<file path="src/rtl/xs_pkg.sv">
package xs_pkg;

    typedef enum logic [2:0] {
        XS_IDLE  = 3'd0,
        XS_GET_A = 3'd1,
        XS_GET_B = 3'd2,
        XS_CMP   = 3'd3,
        XS_DONE  = 3'd4
    } xs_state_e;

endpackage

</file>
<file path="src/rtl/xs_regfile.sv">
module xs_regfile #(
    parameter int N = 8,
    parameter int L = 2
) (
    input  logic         clk,
    input  logic         host_we,
    input  logic [L-1:0] host_addr,
    input  logic [N-1:0] host_din,
    input  logic         swap_we,
    input  logic [L-1:0] idx_a,
    input  logic [L-1:0] idx_b,
    input  logic [N-1:0] val_a,
    input  logic [N-1:0] val_b,
    output logic [N-1:0] rd_a,
    output logic [N-1:0] rd_b,
    output logic [N-1:0] rd_host
);
    localparam int K = 1 << L;

    logic [N-1:0] mem_q [K];
    logic [N-1:0] mem_d [K];

    always_comb begin
        for (int e = 0; e < K; e++) begin
            mem_d[e] = mem_q[e];
        end
        if (host_we) begin
            mem_d[host_addr] = host_din;
        end
        if (swap_we) begin
            mem_d[idx_a] = val_a;
            mem_d[idx_b] = val_b;
        end
    end

    // Storage is deliberately not reset: contents survive rst_n.
    always_ff @(posedge clk) begin
        for (int e = 0; e < K; e++) begin
            mem_q[e] <= mem_d[e];
        end
    end

    assign rd_a    = mem_q[idx_a];
    assign rd_b    = mem_q[idx_b];
    assign rd_host = mem_q[host_addr];
endmodule

</file>
<file path="src/rtl/xs_ctrl.sv">
module xs_ctrl
    import xs_pkg::*;
#(
    parameter int N = 8,
    parameter int L = 2
) (
    input  logic         clk,
    input  logic         rst_n,
    input  logic         start,
    input  logic [N-1:0] ent_i,
    input  logic [N-1:0] ent_j,
    output logic [L-1:0] i_idx,
    output logic [L-1:0] j_idx,
    output logic         swap_we,
    output logic [N-1:0] new_i,
    output logic [N-1:0] new_j,
    output logic         idle,
    output logic         scanning,
    output logic         done
);
    localparam int          K      = 1 << L;
    localparam logic [L-1:0] LAST  = L'(K - 1);
    localparam logic [L-1:0] LAST_I = L'(K - 2);

    typedef struct packed {
        xs_state_e    st;
        logic [L-1:0] i;
        logic [L-1:0] j;
        logic [N-1:0] a;
        logic [N-1:0] b;
    } ctl_t;

    ctl_t r_q, r_d;

    always_comb begin
        r_d     = r_q;
        swap_we = 1'b0;
        unique case (r_q.st)
            XS_IDLE: begin
                if (start) begin
                    r_d.i  = '0;
                    r_d.st = XS_GET_A;
                end
            end
            XS_GET_A: begin
                r_d.a  = ent_i;
                r_d.j  = r_q.i + 1'b1;
                r_d.st = XS_GET_B;
            end
            XS_GET_B: begin
                r_d.b  = ent_j;
                r_d.st = XS_CMP;
            end
            XS_CMP: begin
                if (r_q.a > r_q.b) begin
                    swap_we = 1'b1;
                    r_d.a   = r_q.b;
                end
                if (r_q.j == LAST) begin
                    if (r_q.i == LAST_I) begin
                        r_d.st = XS_DONE;
                    end else begin
                        r_d.i  = r_q.i + 1'b1;
                        r_d.st = XS_GET_A;
                    end
                end else begin
                    r_d.j  = r_q.j + 1'b1;
                    r_d.st = XS_GET_B;
                end
            end
            XS_DONE: begin
                if (!start) begin
                    r_d.st = XS_IDLE;
                end
            end
            default: r_d.st = XS_IDLE;
        endcase
    end

    always_ff @(posedge clk or negedge rst_n) begin
        if (!rst_n) begin
            r_q.st <= XS_IDLE;
            r_q.i  <= '0;
            r_q.j  <= '0;
            r_q.a  <= '0;
            r_q.b  <= '0;
        end else begin
            r_q <= r_d;
        end
    end

    assign i_idx    = r_q.i;
    assign j_idx    = r_q.j;
    assign new_i    = r_q.b;
    assign new_j    = r_q.a;
    assign idle     = (r_q.st == XS_IDLE);
    assign scanning = (r_q.st == XS_GET_B) || (r_q.st == XS_CMP);
    assign done     = (r_q.st == XS_DONE);
endmodule

</file>
<file path="src/rtl/xchg_sorter.sv">
module xchg_sorter #(
    parameter int N = 8,
    parameter int L = 2
) (
    input  logic         clk,
    input  logic         rst_n,
    input  logic [N-1:0] din,
    output logic [N-1:0] dout,
    input  logic [L-1:0] addr,
    input  logic         wr_en,
    input  logic         mode,
    input  logic         rd_en,
    output logic         done
);
    logic [L-1:0] i_idx, j_idx;
    logic [N-1:0] ent_i, ent_j, ent_host, new_i, new_j;
    logic         swap_we, idle, scanning, done_w, host_we;

    typedef struct packed {
        logic [N-1:0] dout;
    } out_t;

    out_t o_q, o_d;

    assign host_we = wr_en && !mode && idle;

    xs_regfile #(.N(N), .L(L)) u_rf (
        .clk      (clk),
        .host_we  (host_we),
        .host_addr(addr),
        .host_din (din),
        .swap_we  (swap_we),
        .idx_a    (i_idx),
        .idx_b    (j_idx),
        .val_a    (new_i),
        .val_b    (new_j),
        .rd_a     (ent_i),
        .rd_b     (ent_j),
        .rd_host  (ent_host)
    );

    xs_ctrl #(.N(N), .L(L)) u_ctl (
        .clk     (clk),
        .rst_n   (rst_n),
        .start   (mode),
        .ent_i   (ent_i),
        .ent_j   (ent_j),
        .i_idx   (i_idx),
        .j_idx   (j_idx),
        .swap_we (swap_we),
        .new_i   (new_i),
        .new_j   (new_j),
        .idle    (idle),
        .scanning(scanning),
        .done    (done_w)
    );

    always_comb begin
        o_d = o_q;
        if (rd_en && !mode) begin
            o_d.dout = ent_host;
        end
    end

    always_ff @(posedge clk or negedge rst_n) begin
        if (!rst_n) begin
            o_q.dout <= '0;
        end else begin
            o_q <= o_d;
        end
    end

    assign dout = o_q.dout;
    assign done = done_w;
endmodule


</file>
<file path="config.mk">
export PLATFORM = sky130hd
export DESIGN_NAME = xchg_sorter
export DESIGN_NICKNAME = d
export VERILOG_FILES = /design/src/rtl/xs_pkg.sv /design/src/rtl/xs_regfile.sv /design/src/rtl/xs_ctrl.sv /design/src/rtl/xchg_sorter.sv
export SDC_FILE = /design/constraint.sdc
export NUM_CORES = 1
export LEC_CHECK = 0
export BUFFER_PORTS_ARGS = -buffer_cell sky130_fd_sc_hd__buf_2
export CAP_MARGIN = 20
export CORE_ASPECT_RATIO = 0.9
export CORE_MARGIN = 5
export CORE_UTILIZATION = 68
export CTS_BUF_LIST = sky130_fd_sc_hd__clkbuf_8
export CTS_CLUSTER_DIAMETER = 100
export DETAILED_ROUTE_END_ITERATION = 8
export GPL_ROUTABILITY_DRIVEN = 1
export PLACE_DENSITY = 0.88
export SLEW_MARGIN = 20
export SYNTH_ARGS = -nofsm -noshare
export SYNTH_HDL_FRONTEND = slang
export SYNTH_SLANG_ARGS = --single-unit
export TNS_END_PERCENT = 1
</file>
<file path="constraint.sdc">
create_clock -name clk -period 4.2 [get_ports clk]
set_input_delay 0.42 -clock clk [delete_from_list [all_inputs] [get_ports clk]]
set_output_delay 0.42 -clock clk [all_outputs]
set_load 0.01 [all_outputs]
</file>
After elaboration in Yosys (flattened, before gate mapping)
Memory sizes are Yosys's and may differ from the RTL's. A register that Yosys moved wholly into a read port is not among the register bits.
Cells that the tools add are included.
{ "op_classes": {"bitwise": 3, "order_cmp": 7, "eq_ne": 12, "add_sub_neg": 2, "n_mux": 24, "reduce_logical": 16} }
{ "op_table": {"columns": ["cell", "count"], "rows": [
  ["32-bit bitwise mux", 3],
  ["32-bit two-way mux", 2],
  ["8-bit demux with 2-bit select", 3],
  ["8-bit two-way mux", 4],
  ["10-bit one-hot mux with 2 select lines", 1],
  ["3-bit one-hot mux with 5 select lines", 1],
  ["3-bit greater-or-equal comparator (second input constant)", 3],
  ["3-bit by 1-bit < comparator with 1-bit output (second input constant)", 3],
  ["3-bit two-way mux", 3],
  ["2-bit inverter with 3-bit output", 3],
  ["8-bit greater-than comparator", 1],
  ["2-bit inequality test (second input constant)", 4],
  ["3-bit by 2-bit == test with 1-bit output (second input constant)", 2],
  ["1-bit logical AND", 6],
  ["2-bit two-way mux", 3],
  ["2-bit AND reduction", 3],
  ["5-bit two-way mux", 1],
  ["2-bit by 1-bit adder with 2-bit output (second input constant)", 2],
  ["2-bit == test (second input constant)", 2],
  ["2-bit by 1-bit inequality test with 1-bit output (second input constant)", 2],
  ["2-bit one-hot mux with 2 select lines", 1],
  ["4-bit AND reduction", 1],
  ["2-bit nonzero test", 2],
  ["3-bit by 1-bit == test with 1-bit output (second input constant)", 1],
  ["other kinds (4)", 7]
]} }
{ "word_totals": {"ff_bits": 15, "out_inout_bits": 9, "memories": 1, "ramBits": 32, "word_cells": 69, "in_bits": 15} }
{ "mem_list": {"columns": ["name", "depth", "word_bits", "read_ports", "rd_ports_with_merged_regs", "wr", "line_no", "source"], "rows": [
  ["u_rf.mem_q", 4, 8, 7, 2, 4, "xs_regfile.sv:20", "logic [N-1:0] mem_q [K];"]
]} }

Logic depth before layout (Yosys ltp)
Gate-level depths: netlist of run 1.
{ "depth": {"depth_word": 10, "depth_mapped": 8, "mapped_depth_nobuf": 7} }

By module
Synthesis of run 1 repeated with hierarchy kept, for this count alone.
{ "hier_totals": {"hier_cells": 439, "area_unflattened_um2": 4393.0} }
{ "by_module_without_submodules": {"columns": ["mod", "instances", "cells_each", "area_each_um2", "seq_area_each_um2"], "rows": [
  ["xs_regfile", 1, 270, 2576.2, 640.6],
  ["xs_ctrl", 1, 149, 1471.4, 575.6],
  ["xchg_sorter", 1, 20, 345.3, 200.2]
]} }

Worst setup path after synthesis of run 1
OpenSTA, ideal clock, no wires.
{ "synth_path": {"path_kind": "register to register", "start": "register u_ctl.new_i[7] (netlist name)", "end": "register u_ctl.r_q, in the netlist u_ctl.new_j[0]", "setup_time_ps": 79, "arrival_time_ps": 2088, "path_stages_with_launch": 8, "n_path_buf": 0, "synth_period_minus_slack_ps": 2167, "required_ps": 4121, "slack_ps": 2033, "path_cell_list": "dfrtp_1 inv_1 ha_1 and3_1 a221oi_1 nor3_4 nor3_2 mux2i_1"} }
{ "synth_between": {"elab_chain_cells": 3} }
{ "synth_lines": {"columns": ["item", "line_no", "source"], "rows": [
  ["8-bit greater-than comparator", "xs_ctrl.sv:55", "if (r_q.a > r_q.b) begin"],
  ["2-bit by 1-bit inequality test with 1-bit output (no source line)", null, null],
  ["2-bit AND reduction (no source line)", null, null],
  ["to (signal assigned)", "xs_ctrl.sv:88", "r_q <= r_d;"],
  ["to (decl)", "xs_ctrl.sv:33", "ctl_t r_q, r_d;"]
]} }
No other way between the ends.
A chain may end at the register's enable or synchronous reset.

Worst setup path after layout of run 1
{ "layout_path": {"start": "register u_ctl.new_i[7] (netlist name)", "end": "register u_ctl.r_q, in the netlist u_ctl.new_j[4]"} }
{ "layout_between": {"elab_chain_cells": 3} }
{ "layout_lines": {"columns": ["item", "line_no"], "rows": [
  ["8-bit greater-than comparator", "xs_ctrl.sv:55"],
  ["2-bit by 1-bit inequality test with 1-bit output (no source line)", null],
  ["2-bit AND reduction (no source line)", null]
]} }
No other way between the ends.

==> out/results.txt, run 1 <==
GRT Overall Usage - 29.7%
Buf/Inv on CP - 1
Die Height - 83.0 um
delay-heaviest family, CP - simple AND/OR/NAND/NOR gates
share of post-route cells with drive strength above 1 - 20.9%
post-synth top area share - 20.4%
Antenna Nets Post-Route - 0
slew margin rel. - 20.5%
Final Util - 75.9%
Clock Root Buffer - clkbuf_8
Slew @ Worst Pin - 1190 ps
Yosys warning count - 0
Reg-to-Reg Start - u_ctl.new_i[7]
max cap viols - 0
CTS Hold Bufs - 0
drc violations - 0
syn_nets - 394
synth unique cells - 44
asr flop ratio synth - 49.2%
Post-synth top cells - 82 x mux2i_1, 32 x dfxtp_1, 31 x dfrtp_1
critical path's slowest cell - nor3_2
Clock Skew - 9.77 ps
Area growth, synth to finish - 7.73%
Area contributors post-synth - mux2i_1 20%, dfrtp_1 19%, dfxtp_1 16%, mux4_2 13%, ha_1 5.0%
Die X - 91.2 um
Final Instance Area - 4340 sq um
# fillers - 380
CP Cell Sequence - inv_1, ha_1, and3_1, a221oi_1, nor3_4, nor3_2, o21ai_0
ANT cells - 0
Port-buffer cells - 23
Gate Count Post-Synth - 363
CP startpoint - u_ctl.new_i[7]
DP Area - 4150 sq um
crit path max fanout - 8
most numerous cell in the Yosys netlist - mux2i_1
Syn Std Cell Area - 4030 sq um
CP startpoint kind - flip-flop
Syn Area/Cell - 11.1 sq um
Final Hold Fails - 0
CTS max path bufs - 2
Final #Nets - 408
max-slew violations - 0
Core Footprint - 5730 sq um
initial antenna violation count - 0
final period utilization - 63.9%
GPL Wtd Cong - 0.889
Final setup viols - 0
setup TNS - 0 ps
DIE AREA - 7570 sq um
clk_lat worst skew - 360 ps
H-tree depth - 3
min-delay worst type - in2async
via-per-instance ratio - 7.15
number of synthesized flops with an enable pin - 0
Sink Count - 63
sequential share of the synthesized area - 35.1%
outcome - complete, no violations
# Post-CTS Setup Buffers - 0
starting density of the core - 70.4%
leakage - 0.00210 uW
Worst VDD drop - 0.000656 V
Post-CTS Resized - 0
post-DP HPWL - 6880 um
vias in the first global route - 3302
power per cell area - 883 nW/um^2
CTS tree - built
total wire length - 10800 um
DR vias - 3230
unrepaired setup endpoints after global routing - no
row cnt - 26
wire per inst - 23.9 um
remaining global-route overflow - 0
largest area contributor in the netlist - mux2i_1
largest net degree at the start of global routing - 32
global-route wire length before repair - 17300 um
arrival time of the worst setup path - 2890 ps
Worst-path clk slew - 70 ps
critical path required time - 4410 ps
violation count after the first detailed-routing iteration - 397
Crit. End Element - flip-flop
IO Pins - 24
Synth Register Bits - 63
Setup CP Type - reg2reg
Synth Flop Type - dfxtp_1
cts bufs inserted - 9
Max stage delay on crit path - 560 ps
first-pass detailed-route iteration total - 5
Final Critical Period - 2680 ps
Fmax - 372 MHz
[per-stage QoR]
stage | worst slack, ps | std cells | power (uW) | hold WS [ps]
finish | 1520 | 452 | 3830 | 161
global route | 1320 | 452 | 4080 | 197
CTS | 1490 | 452 | 3790 | 157
detailed placement | 1570 | 436 | 3250 | 490
global placement | 1680 | 436 | 3130 | 484
floorplan | 2030 | 363 | 2750 | 124
[report_power, final]
part | leakage (uW) | switching, uW | internal, uW
combinational | 0.00136 | 1010 | 950
sequential | 0.000632 | 427 | 919
clock | 0.000106 | 246 | 283
total | 0.00210 | 1680 | 2150
[layout make-up]
cell class                 instances  area, sq um  area share, %
tap                               70         87.6           2.02
clock buffer                      10          138           3.17
sequential                        63         1420           32.6
timing repair buffer              24          123           2.82
clock inverter                     6         53.8           1.24
inverter                          14         52.6           1.21
multi-input combinational        265         2470           56.9
[cell usage in the layout (no fill, tap or decap), drive strengths merged, types with 3 or more instances in the layout]
master,instances
a21oi,22
mux4,24
nand4,9
o21ai,17
inv,17
nand2,20
buf,24
mux2,9
nand3,5
dfxtp,32
clkbuf,10
mux2i,82
dfrtp,31
nor2,20
o22ai,12
ha,16
nor3,5
and3,3
[path summary, 6_finish.rpt]
check / endpoint / slack (ps) / cells after the start
min in group clk: u_ctl.r_q[22] / 390 / 2
worst max register to register: u_ctl.new_j[4] / 1520 / 7
max in group asynchronous: u_ctl.j_idx[0] / 3520 / 1
worst max-delay path: u_ctl.new_j[4] / 1520 / 7
worst min register to register: dout[1] / 500 / 1
worst min-delay path: u_ctl.new_i[0] / 160 / 1
[kinds of logic (layout without fill, tap and decap cells)]
| kind of cell | Yosys count | count (layout) | share of synthesized area (%) |
|---|---|---|---|
| mux | 115 | 115 | 36.3 |
| simple gates | 75 | 75 | 9.93 |
| flops | 63 | 63 | 35.1 |
| compound gates | 59 | 59 | 10.1 |
| buf+inv | 35 | 54 | 3.54 |
| fa+ha+maj | 16 | 16 | 4.97 |
[routing by layer]
layer | vias to the layer above | share of wire [%] | track usage (%)
met5 | - | 0 | 0
met4 | 0 | 6.5 | 18.1
met3 | 54 | 9.5 | 8.59
met2 | 219 | 45 | 43.3
met1 | 1552 | 39 | 38.8
li1 | 1405 | - | -
[state kept, by name (all words and copies together) (netlist names)]
signal	cells
u_ctl.new_i	8
dout	8
u_ctl.r_q	3
u_rf.mem_q	32
u_ctl.j_idx	2
u_ctl.i_idx	2
u_ctl.new_j	8
No activity file was read; power rests on OpenSTA's default activity.
==> inputs of run 2 (changes only) <==
CORE_UTILIZATION = 63   (was 68)
PLACE_DENSITY = 0.82   (was 0.88)
clock period = 2.65 ns   (was 4.2 ns; I/O delays follow)
==> run 2 against run 1 <==
Net effect:
- the flow now finishes with violations (negative hold slack)
- count of clock-buffer cells in the layout down 1
- worst setup slack worse by 1300 ps
- clock skew up 3.3 ps
- largest cell class unchanged
- via count down 0.28%
- register-to-register slack worse by 1300 ps
- combinational power up 74%
- maximum frequency up 8.6%
==> out/results.txt, run 2 (same netlist as run 1, synthesis figures left out) <==
CTS tree - built
Final Hold Fails - 31 (+31)
violation count after the first detailed-routing iteration - 488 (+23%)
Die Height - 85.9 um (+3.4%)
Setup CP Type - reg2reg
total wire length - 11100 um (+3.0%)
Worst-path clk slew - 80 ps (about the same)
Switching Share - 42.5% (-1.4 points)
final period utilization - 93.3% (+29 points)
failing checks - negative hold slack
CP startpoint - u_ctl.new_i[7]
power per cell area - 1410 nW/um^2 (+60%)
max-slew violations - 0 (unchanged)
Area growth, synth to finish - 13.1%
critical path's slowest cell - a221oi_1
Sink Count - 63 (unchanged)
DP Area - 4320 sq um (+4.1%)
DR vias - 3221 (-0.28%)
CP startpoint kind - flip-flop
Antenna Nets Post-Route - 0 (unchanged)
DIE AREA - 8100 sq um (+7.0%)
max cap viols - 0 (unchanged)
setup TNS - 0 ps (unchanged)
H-tree depth - 3 (unchanged)
starting density of the core - 65.2% (-5.2 points)
clock share of power - 15.7% (+1.9 points)
CTS Hold Bufs - 0 (unchanged)
wire per inst - 22.7 um (-4.8%)
via-per-instance ratio - 6.59 (-7.8%)
ANT cells - 0 (unchanged)
CP Cell Sequence - inv_1, ha_1, and3_1, a221oi_1, nor3_4, o22ai_4, mux2i_1
Die X - 94.3 um (+3.5%)
outcome - finished, violations left
Clock Root Buffer - clkbuf_8
cts bufs inserted - 9 (unchanged)
Worst VDD drop - 0.00107 V (+63%)
Clock Skew - 13.1 ps (+3.33 ps)
post-DP HPWL - 7320 um (+6.3%)
GRT Overall Usage - 29.5% (-0.15 points)
Core Footprint - 6180 sq um (+8.0%)
Final setup viols - 0 (unchanged)
Port-buffer cells - 23 (unchanged)
global-route wire length before repair - 17500 um (+1.2%)
leakage - 0.00221 uW (+5.4%)
CTS max path bufs - 2 (unchanged)
row cnt - 27 (+3.8%)
most frequent cells in the layout - 82 x mux2i_1, 32 x dfxtp_1, 31 x dfrtp_1, 24 x mux4_2, 23 x buf_2
Final #Nets - 428 (+4.9%)
initial antenna violation count - 0 (unchanged)
crit path max fanout - 8 (unchanged)
remaining global-route overflow - 0 (unchanged)
Max stage delay on crit path - 490 ps (-70 ps)
critical path required time - 2920 ps (-1490 ps)
P_int - 3700 uW (+72%)
Sequential Power Share - 31.3% (-3.8 points)
Final Critical Period - 2470 ps (-213 ps)
# Post-CTS Setup Buffers - 0 (unchanged)
Hold WS - -33.1 ps (-194 ps)
vias in the first global route - 3211 (-2.8%)
first-pass detailed-route iteration total - 5 (unchanged)
unrepaired setup endpoints after global routing - no
Slew @ Worst Pin - 745 ps (-445 ps)
Post-CTS Resized - 0 (unchanged)
share of post-route cells with drive strength above 1 - 25.4% (+4.4 points)
max reg flops - 32 (unchanged)
IO Pins - 24 (unchanged)
Top reg by flops - u_rf.mem_q
Comb power frac - 53.0% (+1.9 points)
Reg-to-Reg Start - u_ctl.new_i[7]
min-delay worst type - in2async
largest net degree at the start of global routing - 32 (unchanged)
Crit. End Element - flip-flop
slew margin rel. - 50.3% (+30 points)
GPL Wtd Cong - 0.903 (+1.7%)
most common cell after layout, fill and taps aside - mux2i_1
arrival time of the worst setup path - 2740 ps (-150 ps)
Final Instance Area - 4560 sq um (+5.0%)
drc violations - 0 (unchanged)
Net Sw Power - 2740 uW (+63%)
clk_lat worst skew - 350 ps (about the same)
Fmax - 405 MHz (+8.6%)
run 2: final timing paths:
| path | to | slack (ps) | depth (start not counted) |
|---|---|---|---|
| max in group asynchronous | u_ctl.new_i[6] | 2190 | 1 |
| worst min-delay path | dout[7] | -30 | 1 |
| worst max register to register | u_rf.mem_q[1][1] | 180 | 7 |
| worst max-delay path | u_rf.mem_q[1][1] | 180 | 7 |
| worst min register to register | dout[2] | 510 | 1 |
| min in group clk | u_ctl.r_q[22] | 230 | 2 |
run 2: worst max-delay path: cells and delay by family, from the launching register on:
family          cells  cell delay (ps)
simple gates        2              370
buf+inv             1              100
mux                 1              270
flops               1              400
fa+ha+maj           1              320
compound gates      2              940
run 2: metal layers:
layer / up-vias / share of wire, % / global-route usage (%) / routed length (um)
met5: - / 0 / 0 / 0
met4: 0 / 1.9 / 8.92 / 214
met3: 20 / 8.8 / 9.91 / 972
met2: 183 / 48 / 46.5 / 5380
met1: 1581 / 41 / 38.7 / 4540
li1: 1437 / - / - / -
run 2: final cells by class:
class | count | area [sq um]
Multi-Input combinational cell | 265 | 2470
Clock buffer | 9 | 124
Clock inverter | 7 | 113
Sequential cell | 63 | 1420
Timing Repair Buffer | 44 | 273
Tap cell | 87 | 109
Inverter | 14 | 52.6
Fill cell | 440 | 1620
run 2: power groups by stage:
stage               clock network [uW]  registers, uW  logic [uW]
CTS                               1020           2000        3360
global placement                     0           1960        3190
finish                            1010           2020        3410
floorplan                            0           1840        2520
detailed placement                   0           2010        3310
global route                      1070           2090        3660
run 2: through the flow:
stage | hold WS, ps | utilization, % | power [uW] | cells | worst slack [ps]
after floorplan | -30.6 | - | 4350 | 363 | 483
after global placement | 388 | 69.9 | 5150 | 473 | 303
after detailed placement | 381 | 69.9 | 5320 | 473 | 209
after CTS | 5.76 | 73.8 | 6370 | 489 | 209
after global routing | 14.5 | 73.8 | 6830 | 489 | 11.8
final | -33.1 | 73.8 | 6440 | 489 | 178
